[config.mk]
export PLATFORM = sky130hd
export DESIGN_NAME = capture_window_ctrl
export DESIGN_NICKNAME = d
export VERILOG_FILES = /design/src/rtl/cw_pkg.sv /design/src/rtl/cw_rate_div.sv /design/src/rtl/cw_lane_pack.sv /design/src/rtl/cw_word_accum.sv /design/src/rtl/capture_window_ctrl.sv
export SDC_FILE = /design/constraint.sdc
export NUM_CORES = 1
export LEC_CHECK = 0
export ABC_CLOCK_PERIOD_IN_PS = 13100
export CAP_MARGIN = 20
export CORE_ASPECT_RATIO = 1.25
export CORE_MARGIN = 4
export CORE_UTILIZATION = 52
export CTS_CLUSTER_DIAMETER = 80
export DETAILED_ROUTE_END_ITERATION = 6
export PLACE_DENSITY_LB_ADDON = 0.1
export SKIP_CTS_REPAIR_TIMING = 1
export SYNTH_ARGS = -nofsm -noshare
export SYNTH_HDL_FRONTEND = slang
export SYNTH_SLANG_ARGS = --single-unit
[constraint.sdc]
create_clock -name clk -period 13.1 [get_ports clk]
set_input_delay 2.62 -clock clk [delete_from_list [all_inputs] [get_ports clk]]
set_output_delay 2.62 -clock clk [all_outputs]
set_load 0.1 [all_outputs]
[src/rtl/cw_pkg.sv]
package cw_pkg;
  typedef enum logic [1:0] {
    CW_IDLE = 2'd0,
    CW_PRE  = 2'd1,
    CW_POST = 2'd2,
    CW_DONE = 2'd3
  } cw_state_e;

  localparam int unsigned CW_BLOCK = 4;
endpackage

[src/rtl/cw_rate_div.sv]
module cw_rate_div #(
  parameter int DIV_W = 24
) (
  input  logic             clk,
  input  logic             rst_n,
  input  logic             run_i,
  input  logic [DIV_W-1:0] divider_i,
  output logic             stb_o
);
  logic [DIV_W-1:0] cnt_q, cnt_d;

  assign stb_o = run_i && (cnt_q == '0);

  always_comb begin
    cnt_d = cnt_q;
    if (!run_i)
      cnt_d = '0;
    else if (cnt_q == '0)
      cnt_d = divider_i;
    else
      cnt_d = cnt_q - 1'b1;
  end

  always_ff @(posedge clk or negedge rst_n) begin
    if (!rst_n) cnt_q <= '0;
    else        cnt_q <= cnt_d;
  end
endmodule

[src/rtl/cw_lane_pack.sv]
module cw_lane_pack #(
  parameter  int GROUPS  = 4,
  parameter  int GROUP_W = 8,
  localparam int WORD_W  = GROUPS * GROUP_W,
  localparam int CNT_W   = $clog2(GROUPS + 1)
) (
  input  logic [WORD_W-1:0] sample_i,
  input  logic [GROUPS-1:0] en_i,
  output logic [WORD_W-1:0] packed_o,
  output logic [CNT_W-1:0]  nbytes_o
);
  always_comb begin
    int idx;
    idx      = 0;
    packed_o = '0;
    for (int g = 0; g < GROUPS; g++) begin
      if (en_i[g]) begin
        packed_o[idx*GROUP_W +: GROUP_W] = sample_i[g*GROUP_W +: GROUP_W];
        idx = idx + 1;
      end
    end
    nbytes_o = CNT_W'(idx);
  end
endmodule

[src/rtl/cw_word_accum.sv]
module cw_word_accum #(
  parameter  int GROUPS  = 4,
  parameter  int GROUP_W = 8,
  localparam int WORD_W  = GROUPS * GROUP_W,
  localparam int ACC_W   = (GROUPS - 1) * GROUP_W,
  localparam int MRG_W   = WORD_W + ACC_W,
  localparam int CNT_W   = $clog2(GROUPS + 1),
  localparam int PTR_W   = $clog2(GROUPS)
) (
  input  logic              clk,
  input  logic              rst_n,
  input  logic              clear_i,
  input  logic              push_i,
  input  logic [WORD_W-1:0] bytes_i,
  input  logic [CNT_W-1:0]  nbytes_i,
  output logic              word_valid_o,
  output logic [WORD_W-1:0] word_o
);
  logic [ACC_W-1:0]  acc_q, acc_d;
  logic [PTR_W-1:0]  cnt_q, cnt_d;
  logic              wv_q, wv_d;
  logic [WORD_W-1:0] word_q, word_d;
  logic [MRG_W-1:0]  merged;
  int                total;

  always_comb begin
    merged = MRG_W'(acc_q) | (MRG_W'(bytes_i) << (int'(cnt_q) * GROUP_W));
    total  = int'(cnt_q) + int'(nbytes_i);
    acc_d  = acc_q;
    cnt_d  = cnt_q;
    wv_d   = 1'b0;
    word_d = word_q;
    if (clear_i) begin
      acc_d = '0;
      cnt_d = '0;
    end else if (push_i) begin
      if (total >= GROUPS) begin
        wv_d   = 1'b1;
        word_d = merged[WORD_W-1:0];
        acc_d  = merged[WORD_W +: ACC_W];
        cnt_d  = PTR_W'(total - GROUPS);
      end else begin
        acc_d = merged[ACC_W-1:0];
        cnt_d = PTR_W'(total);
      end
    end
  end

  always_ff @(posedge clk or negedge rst_n) begin
    if (!rst_n) begin
      acc_q  <= '0;
      cnt_q  <= '0;
      wv_q   <= 1'b0;
      word_q <= '0;
    end else begin
      acc_q  <= acc_d;
      cnt_q  <= cnt_d;
      wv_q   <= wv_d;
      word_q <= word_d;
    end
  end

  assign word_valid_o = wv_q;
  assign word_o       = word_q;
endmodule

[src/rtl/capture_window_ctrl.sv]
module capture_window_ctrl
  import cw_pkg::*;
#(
  parameter  int ADDR_W  = 6,
  parameter  int GROUPS  = 4,
  parameter  int GROUP_W = 8,
  parameter  int CNT_W   = 16,
  parameter  int DIV_W   = 24,
  localparam int WORD_W  = GROUPS * GROUP_W,
  localparam int DEPTH   = 1 << ADDR_W,
  localparam int GCNT_W  = $clog2(GROUPS + 1),
  localparam int LIM_W   = CNT_W + GCNT_W + 1,
  localparam int SIDX_W  = $clog2(CW_BLOCK)
) (
  input  logic              clk,
  input  logic              rst_n,
  input  logic              arm_i,
  input  logic              trig_i,
  input  logic [WORD_W-1:0] sample_i,
  input  logic [DIV_W-1:0]  divider_i,
  input  logic [CNT_W-1:0]  read_groups_i,
  input  logic [CNT_W-1:0]  delay_groups_i,
  input  logic [GROUPS-1:0] grp_off_i,
  input  logic              rd_next_i,
  output logic              mem_we_o,
  output logic [ADDR_W-1:0] mem_addr_o,
  output logic [WORD_W-1:0] mem_wdata_o,
  output logic              done_o,
  output logic [ADDR_W-1:0] rd_addr_o,
  output logic [ADDR_W:0]   rd_len_o
);
  logic [1:0] rst_sync_q;
  logic       rst_core_n;

  always_ff @(posedge clk or negedge rst_n) begin
    if (!rst_n) rst_sync_q <= '0;
    else        rst_sync_q <= {rst_sync_q[0], 1'b1};
  end
  assign rst_core_n = rst_sync_q[1];

  cw_state_e         state_q, state_d;
  logic [SIDX_W-1:0] sidx_q, sidx_d;
  logic              trig_seen_q, trig_seen_d;
  logic [CNT_W-1:0]  post_left_q, post_left_d;
  logic [ADDR_W-1:0] wr_ptr_q, wr_ptr_d;
  logic [ADDR_W:0]   wcount_q, wcount_d;
  logic [ADDR_W-1:0] rd_off_q, rd_off_d;
  logic              done_q, done_d;

  logic [GROUPS-1:0] en;
  logic              run, stb;
  logic [WORD_W-1:0] packed_bytes;
  logic [GCNT_W-1:0] n_bytes;
  logic              word_valid;
  logic [ADDR_W:0]   cap;
  logic [LIM_W-1:0]  lim;

  assign en  = (&grp_off_i) ? GROUPS'(1) : ~grp_off_i;
  assign run = ((state_q == CW_PRE) || (state_q == CW_POST)) && !arm_i;

  cw_rate_div #(.DIV_W(DIV_W)) u_div (
    .clk(clk), .rst_n(rst_core_n), .run_i(run),
    .divider_i(divider_i), .stb_o(stb)
  );

  cw_lane_pack #(.GROUPS(GROUPS), .GROUP_W(GROUP_W)) u_pack (
    .sample_i(sample_i), .en_i(en),
    .packed_o(packed_bytes), .nbytes_o(n_bytes)
  );

  cw_word_accum #(.GROUPS(GROUPS), .GROUP_W(GROUP_W)) u_acc (
    .clk(clk), .rst_n(rst_core_n), .clear_i(arm_i), .push_i(stb),
    .bytes_i(packed_bytes), .nbytes_i(n_bytes),
    .word_valid_o(word_valid), .word_o(mem_wdata_o)
  );

  // ring capacity in whole samples' worth of words for the current packing
  always_comb begin
    cap = (ADDR_W+1)'(DEPTH);
    for (int k = 1; k <= GROUPS; k++)
      if (int'(n_bytes) == k) cap = (ADDR_W+1)'((DEPTH / k) * k);
  end

  always_comb begin
    lim = (LIM_W'(read_groups_i) + 1'b1) * LIM_W'(n_bytes);
    if (LIM_W'(wcount_q) < lim) rd_len_o = wcount_q;
    else                        rd_len_o = (ADDR_W+1)'(lim);
  end

  always_comb begin
    state_d     = state_q;
    sidx_d      = sidx_q;
    trig_seen_d = trig_seen_q;
    post_left_d = post_left_q;
    wr_ptr_d    = wr_ptr_q;
    wcount_d    = wcount_q;
    rd_off_d    = rd_off_q;
    if (arm_i) begin
      state_d     = CW_PRE;
      sidx_d      = '0;
      trig_seen_d = 1'b0;
      post_left_d = '0;
      wr_ptr_d    = '0;
      wcount_d    = '0;
      rd_off_d    = '0;
    end else begin
      if (word_valid) begin
        wr_ptr_d = wr_ptr_q + 1'b1;
        if (wcount_q < cap) wcount_d = wcount_q + 1'b1;
      end
      if (stb) begin
        sidx_d = sidx_q + 1'b1;
        case (state_q)
          CW_PRE: begin
            if ((trig_i || trig_seen_q) && (sidx_q == '0)) begin
              state_d     = CW_POST;
              post_left_d = delay_groups_i;
            end else if (trig_i) begin
              trig_seen_d = 1'b1;
            end
          end
          CW_POST: begin
            if (&sidx_q) begin
              if (post_left_q == '0) state_d = CW_DONE;
              else                   post_left_d = post_left_q - 1'b1;
            end
          end
          default: ;
        endcase
      end
      if (done_q && rd_next_i) rd_off_d = rd_off_q + 1'b1;
    end
    done_d = (state_q == CW_DONE) && !arm_i;
  end

  always_ff @(posedge clk or negedge rst_core_n) begin
    if (!rst_core_n) begin
      state_q     <= CW_IDLE;
      sidx_q      <= '0;
      trig_seen_q <= 1'b0;
      post_left_q <= '0;
      wr_ptr_q    <= '0;
      wcount_q    <= '0;
      rd_off_q    <= '0;
      done_q      <= 1'b0;
    end else begin
      state_q     <= state_d;
      sidx_q      <= sidx_d;
      trig_seen_q <= trig_seen_d;
      post_left_q <= post_left_d;
      wr_ptr_q    <= wr_ptr_d;
      wcount_q    <= wcount_d;
      rd_off_q    <= rd_off_d;
      done_q      <= done_d;
    end
  end

  assign mem_we_o   = word_valid;
  assign mem_addr_o = wr_ptr_q;
  assign done_o     = done_q;
  assign rd_addr_o  = wr_ptr_q - rd_len_o[ADDR_W-1:0] + rd_off_q;
endmodule

==> results.py <==
metrics = {
    "route": {
        "drt-total-wl_mm": 27.9,
        "vias_per_cell": 5.76,
        "drtPass1Iterations": 5,
        "ant_nets": 0,
        "drtIter0Drc": 677,
        "routedWlPerCell_um": 16.6,
        "vias": 9659,
        "drc": 0,
    },
    "power": {
        "totalPowerFinal_mw": 2.25,
        "power.leakage_nw": 5.85,
        "ir_drop_uv": 222,
        "power_density_nw_per_um2": 174,
    },
    "global_route": {
        "grt_pass1_wl_mm": 45.7,
        "grt_max_degree": 64,
        "grt_pass1_vias": 9657,
        "grt_usage_pct": 25.0,
        "overflow": 0,
        "antenna_found_initial": 0,
    },
    "worst_hold_path": {
        "min_path_type": "register to register",
    },
    "place": {
        "dp_hpwl_mm": 20.6,
        "gp_congestion": 0.964,
        "port_buffers": 149,
    },
    "setup_path": {
        "timing.rr.start": "u_acc.cnt_q[1]$_DFFE_PN0N_",
        "worst_path_max_delay_cell": "fa_1",
        "crit_family": "adder cells",
        "r2r_end": "u_acc.word_o[14]$_DFFE_PN0P_",
        "r2r_cells": 7,
        "worstPathRequired_ns": 10.48,
        "critPathMaxStageDelay_ns": 0.59,
        "path_class": "input pin to primary output",
        "setup.worst_path.end": "rd_addr_o[5]",
        "crit_path_end_kind": "primary output",
        "reg2reg_setup_slack_ns": 8.76,
        "timing.critical_path.from": "grp_off_i[3]",
        "path_buf_inv": 5,
        "critical_path.max_fanout": 6,
        "crit_top_cell": "ha_1",
        "startpoint_type": "input pin",
        "crit_cells": 35,
        "arrival_ns": 10.18,
    },
    "floorplanning": {
        "die_h_um": 165,
        "start_util_pct": 52.8,
        "fp.dieArea_um2": 22100,
        "die_w_um": 134,
        "ios": 150,
        "core_um2": 19500,
        "rows": 57,
    },
    "final_layout": {
        "fillers": 1687,
        "num_antenna_cells": 0,
        "layout.nets": 1574,
        "layout_commonest_cell": "nor2_1",
        "final_cell_mix": "nor2_1 (148), clkdlybuf4s50_1 (135), dfrtp_1 (125)",
        "drive_above_1_share_pct": 9.07,
        "syn_to_final_growth_pct": 25.9,
    },
    "synth": {
        "synth_edf_count": 0,
        "yosys_most_used_dff": "dfrtp_1",
        "synth.area.mux_share_pct": 3.24,
        "ys_ff_latch": 126,
        "ys_async_sr_fraction_pct": 100,
        "synth_area_per_cell_um2": 8.09,
        "synth_nets": 1446,
        "synthAdderAreaFrac_pct": 11.1,
        "synth_simple_gate_area_share_pct": 20.9,
        "synth_top_family_by_area": "compound AO/OA/AOI/OAI gates",
        "synthesis.instances": 1271,
        "syn_area_um2": 10300,
        "yosys_warnings": 0,
        "synth_xor_area_share_pct": 5.03,
        "synth-compound-area-share_pct": 22.6,
        "synthDistinctLibCells": 78,
        "ys_seq_area_share_pct": 30.7,
    },
    "timing": {
        "slew_viol_final": 0,
        "worst_slew_pin_slew_ns": 1.07,
        "skew_ns": 0.0149,
        "post-route-period-util_pct": 97.7,
        "fin_tns_setup_ns": 0,
        "final_hold_viol_count": 0,
        "fin_crit_ns": 12.80,
        "max_slew_margin_pct": 28.7,
        "clock.fmax_mhz": 78.1,
        "setup_viol": 0,
    },
    "cts": {
        "cts_sinks": 126,
        "clock_latency_ns": 0.42,
        "h-tree-depth": 4,
        "cts_tree": "done",
        "cts_buffers": 17,
        "clockBufferDepth": 2,
        "clk_pin_slew_ns": 0.05,
        "cts-root-buf": "clkbuf_16",
    },
    "status": {
        "outcome": "completed",
    },
    "run": {
        "cap_viol_max_count": 0,
    },
}
-- metal layers --
layer / GRT usage, % / share of wire (%)
met1: 31.7 / 43
met5: 0 / 0
met4: 8.89 / 2.2
met2: 43.8 / 51
met3: 3.58 / 3.9
-- metrics by stage --
stage / hold slack (ns) / instance area [um2] / cells / setup WS (ns) / utilization, %
after floorplan: 0.331 / 10400 / 1271 / 0.00732 / -
after global placement: 0.335 / 12200 / 1632 / 0.253 / 62.7
after detailed placement: 0.340 / 12200 / 1632 / 0.0323 / 62.7
after CTS: 0.357 / 12800 / 1664 / 0.0225 / 65.7
after global routing: 0.360 / 12900 / 1677 / -0.0685 / 66.5
final: 0.354 / 12900 / 1677 / 0.302 / 66.5
-- worst min-delay path by stage --
stage                                       start                 endpoint  slack (ns)  depth (start not counted)
after global placement    rst_sync_q[0]$_DFF_PN0_  rst_sync_q[1]$_DFF_PN0_        0.33                          0
after CTS                 rst_sync_q[0]$_DFF_PN0_  rst_sync_q[1]$_DFF_PN0_        0.36                          0
after floorplan           rst_sync_q[0]$_DFF_PN0_  rst_sync_q[1]$_DFF_PN0_        0.33                          0
after detailed placement  rst_sync_q[0]$_DFF_PN0_  rst_sync_q[1]$_DFF_PN0_        0.34                          0
after global routing      rst_sync_q[0]$_DFF_PN0_  rst_sync_q[1]$_DFF_PN0_        0.36                          0
final                     rst_sync_q[0]$_DFF_PN0_  rst_sync_q[1]$_DFF_PN0_        0.35                          0
-- final cells by class --
type | instances | area, um2 | area share, %
clock inverters | 14 | 159 | 1.23
repair buffers | 180 | 1850 | 14.3
multi-input cells | 974 | 6640 | 51.3
well taps | 265 | 332 | 2.56
inverters | 100 | 375 | 2.90
flip-flops and latches | 126 | 3160 | 24.4
clock buffers | 18 | 429 | 3.32
-- worst reg2reg max path, stage by stage (launching register included) --
cell	delay [ns]
dfrtp_1	1.02
inv_1	0.68
fa_1	0.60
a21oi_1	0.16
buf_4	0.30
and2_2	0.61
buf_4	0.46
mux2_2	0.40
-- power by group --
group	total [mW]	switching, mW	internal, mW
Sequential	0.566	0.0837	0.482
Clock	0.473	0.189	0.284
Combinational	1.21	0.805	0.403
Total	2.25	1.08	1.17
-- synthesized netlist by cell type (all sizes together) (9+ instances only) --
library cell	count	area, um2
nor2	149	559
dfrtp	126	3150
nand2	121	454
inv	100	375
a21oi	98	494
o21ai	93	465
ha	56	701
clkbuf	52	195
xnor2	40	350
nor3	31	160
a21o	30	225
nand3	29	145
a211oi	25	188
fa	22	440
mux2i	22	220
buf	19	88.8
xor2	19	166
or3	18	113
nand2b	17	106
o211ai	13	97.6
o21bai	13	109
nand4	11	68.8
nor2b	11	68.8
a22oi	10	75.1
mux2	10	113
nor4	10	83.8
and3b	9	78.8
-- sequential cells by signal, indices dropped and copies added, names as in the netlist --
register	count
state_q	2
rd_off_q	6
mem_addr_o	6
u_acc.cnt_q	2
sidx_q	2
wcount_q	7
post_left_q	16
rst_sync_q	2
u_acc.acc_q	24
trig_seen_q	1
done_o	1
u_acc.word_o	32
u_acc.word_valid_o	1
u_div.cnt_q	24
-- cells by family (layout without fill, tap and decap cells) --
group           Yosys count  count (layout)
mux                      32              32
compound gates          360             360
other cells               1               1
flops                   126             126
xor+xnor                 59              59
fa+ha+maj                78              78
simple gates            444             444
buf+inv                 171             312
No activity file was read; power rests on OpenSTA's default activity.
